==> src/rtl/kru_pkg.sv <==
package kru_pkg;
    localparam int KRU_NREG = 8;
    localparam int KRU_RW   = 8;
    localparam int KRU_NB   = KRU_NREG * KRU_RW;
    // key bytes packed so bit i is byte i/8, bit i%8 (LSB first)
    localparam logic [KRU_NB-1:0] KRU_KEY = 64'h5CA3_3AC5_5CA3_3AC5;

    typedef enum logic {
        MODE_MATCH = 1'b0,
        MODE_XFER  = 1'b1
    } mode_e;
endpackage

==> src/rtl/kru_sync.sv <==
module kru_sync #(
    parameter int W = 2,
    parameter logic [W-1:0] RST_VAL = '0
) (
    input  logic         clk,
    input  logic         rst_n,
    input  logic [W-1:0] a,
    output logic [W-1:0] y
);
    logic [W-1:0] s1_q;
    logic [W-1:0] s2_q;

    for (genvar i = 0; i < W; i++) begin : g_bit
        always_ff @(posedge clk or negedge rst_n) begin
            if (!rst_n) begin
                s1_q[i] <= RST_VAL[i];
                s2_q[i] <= RST_VAL[i];
            end else begin
                s1_q[i] <= a[i];
                s2_q[i] <= s1_q[i];
            end
        end
    end

    assign y = s2_q;
endmodule

==> src/rtl/kru_cycle_det.sv <==
module kru_cycle_det (
    input  logic clk,
    input  logic rst_n,
    input  logic ce_n_s,
    input  logic oe_n_s,
    input  logic we_n_s,
    input  logic din_s,
    output logic ev_rd,
    output logic ev_wr,
    output logic ev_din
);
    typedef struct packed {
        logic ce_n;
        logic oe_n;
        logic we_n;
        logic din;
    } det_t;

    det_t d, q;
    logic ce_rise;

    always_comb begin
        d.ce_n  = ce_n_s;
        d.oe_n  = oe_n_s;
        d.we_n  = we_n_s;
        d.din   = din_s;
        ce_rise = ce_n_s & ~q.ce_n;
        ev_wr   = ce_rise & ~q.we_n;
        ev_rd   = ce_rise & ~q.oe_n & q.we_n;
        ev_din  = q.din;
    end

    always_ff @(posedge clk or negedge rst_n) begin
        if (!rst_n) q <= '{ce_n: 1'b1, oe_n: 1'b1, we_n: 1'b1, din: 1'b0};
        else        q <= d;
    end


    one_event_chk: assert property (@(posedge clk) disable iff (!rst_n)
        (ev_rd || ev_wr) |=> !(ev_rd || ev_wr));
endmodule

==> src/rtl/kru_regfile.sv <==
module kru_regfile #(
    parameter int NREG = 8,
    parameter int RW   = 8
) (
    input  logic                    clk,
    input  logic                    rst_n,
    input  logic                    wr_en,
    input  logic [$clog2(NREG)-1:0] wr_idx,
    input  logic [RW-1:0]           wr_byte,
    output logic [NREG*RW-1:0]      regs
);
    logic [NREG*RW-1:0] regs_d, regs_q;

    always_comb begin
        regs_d = regs_q;
        if (wr_en) regs_d[wr_idx*RW +: RW] = wr_byte;
    end

    always_ff @(posedge clk or negedge rst_n) begin
        if (!rst_n) regs_q <= '0;
        else        regs_q <= regs_d;
    end

    assign regs = regs_q;


    hold_unless_commit_chk: assert property (@(posedge clk) disable iff (!rst_n)
        !wr_en |=> regs_q == $past(regs_q));
endmodule

==> src/rtl/kru_access_fsm.sv <==
module kru_access_fsm
    import kru_pkg::*;
#(
    parameter int NREG = KRU_NREG,
    parameter int RW   = KRU_RW,
    parameter logic [NREG*RW-1:0] KEY = KRU_KEY
) (
    input  logic                         clk,
    input  logic                         rst_n,
    input  logic                         ev_rd,
    input  logic                         ev_wr,
    input  logic                         din,
    input  logic                         abort,
    input  logic                         rd_bit,
    output logic                         xfer_mode,
    output logic [$clog2(NREG*RW)-1:0]   ptr,
    output logic                         stb,
    output logic                         stb_we,
    output logic                         cm_en,
    output logic [$clog2(NREG)-1:0]      cm_idx,
    output logic [RW-1:0]                cm_byte
);
    localparam int NB = NREG * RW;
    localparam int PW = $clog2(NB);
    localparam int BW = $clog2(RW);
    localparam logic [PW-1:0] LAST = PW'(NB - 1);
    localparam logic [BW-1:0] BLAST = BW'(RW - 1);

    typedef struct packed {
        mode_e         mode;
        logic [PW-1:0] ptr;
        logic          miss;
        logic [RW-1:0] stage;
    } fsm_t;

    fsm_t d, q;

    always_comb begin
        d       = q;
        stb     = 1'b0;
        stb_we  = 1'b0;
        cm_en   = 1'b0;
        cm_idx  = q.ptr[PW-1:BW];
        cm_byte = q.stage;
        if (abort) begin
            d.mode = MODE_MATCH;
            d.ptr  = '0;
            d.miss = 1'b0;
        end else if (q.mode == MODE_MATCH) begin
            if (ev_rd) begin
                d.ptr  = '0;
                d.miss = 1'b0;
            end else if (ev_wr && !q.miss) begin
                if (din == KEY[q.ptr]) begin
                    if (q.ptr == LAST) begin
                        d.mode = MODE_XFER;
                        d.ptr  = '0;
                    end else begin
                        d.ptr = q.ptr + 1'b1;
                    end
                end else begin
                    d.miss = 1'b1;
                end
            end
        end else if (ev_rd || ev_wr) begin
            stb    = 1'b1;
            stb_we = ev_wr;
            d.stage[q.ptr[BW-1:0]] = ev_wr ? din : rd_bit;
            if (q.ptr[BW-1:0] == BLAST) begin
                cm_en   = 1'b1;
                cm_byte = d.stage;
            end
            if (q.ptr == LAST) begin
                d.mode = MODE_MATCH;
                d.ptr  = '0;
                d.miss = 1'b0;
            end else begin
                d.ptr = q.ptr + 1'b1;
            end
        end
    end

    always_ff @(posedge clk or negedge rst_n) begin
        if (!rst_n) q <= '{mode: MODE_MATCH, ptr: '0, miss: 1'b0, stage: '0};
        else        q <= d;
    end

    assign xfer_mode = (q.mode == MODE_XFER);
    assign ptr       = q.ptr;


    abort_clears_chk: assert property (@(posedge clk) disable iff (!rst_n)
        abort |=> (q.mode == MODE_MATCH) && (q.ptr == '0) && !q.miss);

    miss_sticky_chk: assert property (@(posedge clk) disable iff (!rst_n)
        (q.mode == MODE_MATCH && q.miss && !ev_rd && !abort)
            |=> q.miss && q.ptr == $past(q.ptr) && q.mode == MODE_MATCH);

    xfer_step_chk: assert property (@(posedge clk) disable iff (!rst_n)
        (q.mode == MODE_XFER && (ev_rd || ev_wr) && !abort && q.ptr != LAST)
            |=> q.mode == MODE_XFER && q.ptr == $past(q.ptr) + 1'b1);

    xfer_close_chk: assert property (@(posedge clk) disable iff (!rst_n)
        (q.mode == MODE_XFER && (ev_rd || ev_wr) && !abort && q.ptr == LAST)
            |=> q.mode == MODE_MATCH && q.ptr == '0);

    xfer_idle_hold_chk: assert property (@(posedge clk) disable iff (!rst_n)
        (q.mode == MODE_XFER && !ev_rd && !ev_wr && !abort)
            |=> q.mode == MODE_XFER && $stable(q.ptr));
endmodule

==> src/rtl/keyed_serial_regfile_ctl.sv <==
module keyed_serial_regfile_ctl
    import kru_pkg::*;
#(
    parameter int NREG = KRU_NREG,
    parameter int RW   = KRU_RW,
    parameter logic [NREG*RW-1:0] KEY = KRU_KEY
) (
    input  logic                        clk,
    input  logic                        rst_n,
    input  logic                        bus_ce_n,
    input  logic                        bus_oe_n,
    input  logic                        bus_we_n,
    input  logic                        bus_din,
    input  logic                        rtc_rst_n,
    input  logic                        rst_ign,
    input  logic                        pwr_fail,
    input  logic                        rom_mode,
    output logic                        bus_dout,
    output logic                        mem_ce_n,
    output logic                        xfer_stb,
    output logic                        xfer_we,
    output logic [$clog2(NREG*RW)-1:0]  xfer_idx
);
    localparam int NB = NREG * RW;
    localparam int PW = $clog2(NB);
    localparam int IW = $clog2(NREG);
    localparam int NS = 7;
    // order: ce_n, oe_n, we_n, din, rtc_rst_n, rst_ign, pwr_fail
    localparam logic [NS-1:0] SYNC_RST = 7'b1110100;

    logic [NS-1:0] s;
    logic ce_n_s, oe_n_s, we_n_s, din_s, rtcr_n_s, ign_s, pf_s;
    logic ev_rd, ev_wr, ev_din, abort, rd_bit, xfer_mode;
    logic [PW-1:0] ptr;
    logic cm_en;
    logic [IW-1:0] cm_idx;
    logic [RW-1:0] cm_byte;
    logic [NB-1:0] regs;

    kru_sync #(.W(NS), .RST_VAL(SYNC_RST)) u_sync (
        .clk (clk),
        .rst_n (rst_n),
        .a ({bus_ce_n, bus_oe_n, bus_we_n, bus_din, rtc_rst_n, rst_ign, pwr_fail}),
        .y (s)
    );

    assign {ce_n_s, oe_n_s, we_n_s, din_s, rtcr_n_s, ign_s, pf_s} = s;
    assign abort = pf_s | (~rtcr_n_s & ~ign_s);

    kru_cycle_det u_det (
        .clk (clk), .rst_n (rst_n),
        .ce_n_s (ce_n_s), .oe_n_s (oe_n_s), .we_n_s (we_n_s), .din_s (din_s),
        .ev_rd (ev_rd), .ev_wr (ev_wr), .ev_din (ev_din)
    );

    kru_access_fsm #(.NREG(NREG), .RW(RW), .KEY(KEY)) u_fsm (
        .clk (clk), .rst_n (rst_n),
        .ev_rd (ev_rd), .ev_wr (ev_wr), .din (ev_din), .abort (abort),
        .rd_bit (rd_bit), .xfer_mode (xfer_mode), .ptr (ptr),
        .stb (xfer_stb), .stb_we (xfer_we),
        .cm_en (cm_en), .cm_idx (cm_idx), .cm_byte (cm_byte)
    );

    kru_regfile #(.NREG(NREG), .RW(RW)) u_rf (
        .clk (clk), .rst_n (rst_n),
        .wr_en (cm_en), .wr_idx (cm_idx), .wr_byte (cm_byte),
        .regs (regs)
    );

    assign rd_bit   = regs[ptr];
    assign xfer_idx = ptr;
    assign bus_dout = xfer_mode ? rd_bit : 1'b0;
    assign mem_ce_n = pf_s ? ~rom_mode : (xfer_mode | bus_ce_n);


    no_commit_in_pf_chk: assert property (@(posedge clk) disable iff (!rst_n)
        pf_s |-> !cm_en && !xfer_stb);
endmodule

==> config.mk <==
export PLATFORM = sky130hd
export DESIGN_NAME = keyed_serial_regfile_ctl
export DESIGN_NICKNAME = d
export VERILOG_FILES = /design/src/rtl/kru_pkg.sv /design/src/rtl/kru_sync.sv /design/src/rtl/kru_cycle_det.sv /design/src/rtl/kru_regfile.sv /design/src/rtl/kru_access_fsm.sv /design/src/rtl/keyed_serial_regfile_ctl.sv
export SDC_FILE = /design/constraint.sdc
export NUM_CORES = 1
export LEC_CHECK = 0
export ABC_AREA = 1
export BUFFER_PORTS_ARGS = -buffer_cell sky130_fd_sc_hd__buf_2
export CAP_MARGIN = 20
export CELL_PAD_IN_SITES_DETAIL_PLACEMENT = 2
export CELL_PAD_IN_SITES_GLOBAL_PLACEMENT = 2
export CORE_MARGIN = 1.5
export CORE_UTILIZATION = 33
export DETAILED_ROUTE_END_ITERATION = 6
export GPL_ROUTABILITY_DRIVEN = 0
export GPL_TIMING_DRIVEN = 0
export PLACE_DENSITY_LB_ADDON = 0.15
export SLEW_MARGIN = 15
export SYNTH_ARGS = -nofsm -noshare
export SYNTH_HDL_FRONTEND = slang
export SYNTH_HIERARCHICAL = 1
export SYNTH_SLANG_ARGS = --single-unit
==> constraint.sdc <==
create_clock -name clk -period 2.6 [get_ports clk]
set_input_delay 0.52 -clock clk [delete_from_list [all_inputs] [get_ports clk]]
set_output_delay 0.52 -clock clk [all_outputs]
set_load 0.01 [all_outputs]
==> impl_metrics.env <==
export IMPL_status="finished, violations left"
export IMPL_violations="setup timing"
export IMPL_cpMostUsedCell="nand2_1"
export IMPL_die_w_um=133.3
export IMPL_startpoint="u_fsm/ptr[0]$_DFFE_PN0P_"
export IMPL_place_worst_setup_slack_ps=-1888
export IMPL_dieArea_mm2=0.01778
export IMPL_rows=47
export IMPL_path_cells="buf_12, clkinv_16, buf_16, nand2_1, nand3_1, nand3_2, nand2_1, nand2_1, nand3_2, nand3_2, nand2_2, o21ai_4, nand2_1, o21ai_2, o21ai_2, buf_12, buf_8, nand2_4, nor2_2, nand2_1, nand2_1"
export IMPL_ys_async_sr_fraction_pct=100.0
export IMPL_setup_viol=41
export IMPL_muxShareOfSynthArea_pct=0
export IMPL_final_cell_mix="nand2_1 (208), dfrtp_1 (84), nand3_2 (61), nand3_1 (55), inv_1 (47)"
export IMPL_rsz0062_at_grt="true"
export IMPL_period_needed_ps=2737
export IMPL_hp_class="in -> async"
export IMPL_switching_share_pct=26.09
export IMPL_ioPinCount=20
export IMPL_hold_viol_final=0
export IMPL_power_frac_seq_pct=50.7
export IMPL_end_kind="flip-flop"
export IMPL_slowest_stage="dfrtp_2"
export IMPL_cts_root_buf="clkbuf_16"
export IMPL_ant_nets=0
export IMPL_critical_path_depth=21
export IMPL_fin_skew_ps=11.84
export IMPL_dp_hpwl_mm=14.17
export IMPL_maxSlewViolCount=0
export IMPL_reg2reg_slack_ps=-140
export IMPL_fin_ws_ps=-136.5
export IMPL_cpPeakStageDelay_ps=400
export IMPL_start_util_pct=33.80
export IMPL_drt_initial_drc_count=191
export IMPL_netlist_cell_type_count=33
export IMPL_via_per_inst=5.282
export IMPL_synth_nets=755
export IMPL_syn_area_mm2=0.005605
export IMPL_antenna_found_initial=0
export IMPL_avgSynthCellArea_um2=7.575
export IMPL_cts_made_buffers=9
export IMPL_synth_top_area_cell="dfrtp_1"
export IMPL_cp_data_arrival_time_ps=2990
export IMPL_core_mm2=0.01658
export IMPL_p_int_mw=2.262
export IMPL_peakVddDrop_v=0.0002880
export IMPL_yosys_area_share_simple_pct=35.09
export IMPL_synthFlopType="dfrtp_1"
export IMPL_final_util_pct=45.22
export IMPL_grt_pass1_vias=5871
export IMPL_port_buffer_count=19
export IMPL_maxSlewHeadroom_pct=50.10
export IMPL_crit_fanout=8
export IMPL_synth_seq_cells=98
export IMPL_cp_buffers_inverters=5
export IMPL_synth_top_cells_by_area="dfrtp_1 (39%), nand2_1 (17%), nand3_1 (9.8%)"
export IMPL_final_net_count=822
export IMPL_switchingPower_uw=798.3
export IMPL_routedWlPerCell_um=21.87
export IMPL_synth_compound_area_share_pct=10.27
export IMPL_routed_wl_mm=22.57
export IMPL_dp_cells=980
export IMPL_maxCapViolations=0
export IMPL_grt_max_degree=55
export IMPL_comb_power_share_pct=4.9
export IMPL_setup_worst_path_class="reg -> reg"
export IMPL_drt_pass1_iter_count=4
export IMPL_synth_edf_count=0
export IMPL_synth_fa_ha_area_share_pct=1.116
export IMPL_tightest_slew_ps=748.5
export IMPL_placed_area_mm2=0.006010
export IMPL_r2r_end="u_rf/regs[34]$_DFFE_PN0P_"
export IMPL_critPathCapture="u_rf/regs[34]$_DFFE_PN0P_"
export IMPL_layout_drive_gt1_share_pct=39.90
export IMPL_fin_crit_sh_pct=105.3
export IMPL_drc=0
export IMPL_r2r_start="u_fsm/ptr[0]$_DFFE_PN0P_"
export IMPL_grt_overflow_total=0
export IMPL_power_density_mw_per_mm2=408.1
export IMPL_yosys_area_top_type_share_pct=38.84
export IMPL_worst_r2r_cell_count=21
export IMPL_final_common_cell="nand2_1"
export IMPL_cp_top_family="simple AND/OR/NAND/NOR gates"
export IMPL_clock_sinks=98
export IMPL_grtUsageTotal_pct=24.37
export IMPL_syn2layout_area_growth_pct=33.77
export IMPL_clkLatencyLatePin_ps=370
export IMPL_clock_power_share_pct=44.4
export IMPL_h_tree_depth=3
export IMPL_cts_hold_buffers=0
export IMPL_critical_path_required_ps=2860
export IMPL_final_area_mm2=0.007498
export IMPL_grt_pass1_wl_mm=32.89
export IMPL_diodes=0
export IMPL_synth_xor_area_share_pct=0
export IMPL_die_h_um=133.3
export IMPL_ys_seq_area_share_pct=44.00
export IMPL_path_clk_slew_ps=80
export IMPL_tritoncts="built"
export IMPL_cp_start_kind="flip-flop"
export IMPL_yosysWarnings=6
export IMPL_synthCells=740
export IMPL_layoutNonFillerInstCount=1032
export IMPL_num_vias=5451
export IMPL_leakage_nw=3.372
export IMPL_fmax_mhz=365.4
export IMPL_finalSetupTns_ps=-2266
export IMPL_synth_top_family_by_area="simple AND/OR/NAND/NOR gates"
export IMPL_cts_max_path_buffers=2
==> through the flow <==
stage | hold WS (ps) | power (mW)
floorplan | 224.4 | 1.633
global placement | 332.6 | 1.693
detailed placement | 347.0 | 1.706
CTS | 102.4 | 3.082
global route | 119.9 | 3.158
finish | 88.81 | 3.060
==> timing repair <==
action / in CTS / in global routing
resized for setup: 102 / 133
cloned: 2 / 2
endpoints found under the setup margin: 73 / 65
setup buffers: 26 / 9
pin swaps: 38 / 86
==> power by group through the flow <==
stage	clock (mW)	sequential, mW	combinational, mW
after floorplan	0	1.58	0.0540
after global placement	0	1.58	0.113
after detailed placement	0	1.58	0.124
after CTS	1.38	1.55	0.146
after global routing	1.44	1.55	0.165
final	1.36	1.55	0.150
==> flip-flops by register name, indices dropped and copies added (netlist names) <==
name / cells
u_fsm/ptr: 6
u_sync/s1_q: 7
u_sync/y: 7
u_det/ev_din: 1
u_rf/regs: 64
u_det/q: 3
u_fsm/q: 9
u_fsm/xfer_mode: 1
==> Yosys cell counts, types with 5 or more instances <==
master	n
buf_6	9
o21bai_1	16
inv_1	57
nand2_1	249
inv_2	11
nand2_2	7
nor2_1	50
o21ai_0	39
nand3_2	9
ha_1	5
o21ai_2	18
o21ai_1	11
dfrtp_1	87
buf_4	14
dfstp_2	11
buf_2	8
nand3_1	110
==> how the worst min path moves through the flow <==
stage | depth (start not counted) | from | end
final | 1 | rst_n | u_fsm/q[0]$_DFFE_PN0P_
after CTS | 1 | rst_n | u_fsm/q[1]$_DFFE_PN0P_
after detailed placement | 0 | u_sync/s1_q[4]$_DFF_PN1_ | u_sync/y[4]$_DFF_PN1_
after global routing | 1 | rst_n | u_fsm/q[0]$_DFFE_PN0P_
after floorplan | 0 | rst_n | u_det/ev_din$_DFF_PN0_
after global placement | 0 | u_sync/y[3]$_DFF_PN0_ | u_det/ev_din$_DFF_PN0_
==> kinds of logic after synthesis <==
family,count (synthesis)
AO/OA/AOI/OAI,90
flip-flops,98
AND/OR/NAND/NOR,442
buffers and inverters,105
adder cells (fa/ha/maj),5
==> area by class of cell <==
| class | count | area [µm²] |
|---|---|---|
| Multi-Input combinational cell | 538 | 3301 |
| Fill cell | 1873 | 9085 |
| Timing Repair Buffer | 58 | 530.5 |
| Inverter | 70 | 322.8 |
| Clock inverter | 7 | 58.81 |
| Buffer | 32 | 315.3 |
| Clock buffer | 9 | 225.2 |
| Tap cell | 220 | 275.3 |
| Sequential cell | 98 | 2470 |
==> layer usage <==
metal  routed length, µm  vias to the layer above  track usage [%]
li1                    -                     2516                -
met4                 565                        0            9.179
met3                 480                       27            2.626
met5                   0                        -                0
met1                9558                     2840            30.56
met2               11960                       68            43.18
==> worst register-to-register path, delay by kind of cell, from the launching register on <==
kind                   cells  cell delay, ps
AND/OR/NAND/NOR           13            1000
buffers and inverters      5             720
AO/OA/AOI/OAI              3             510
flip-flops                 1             400
Power figures use the tool's default switching activity.
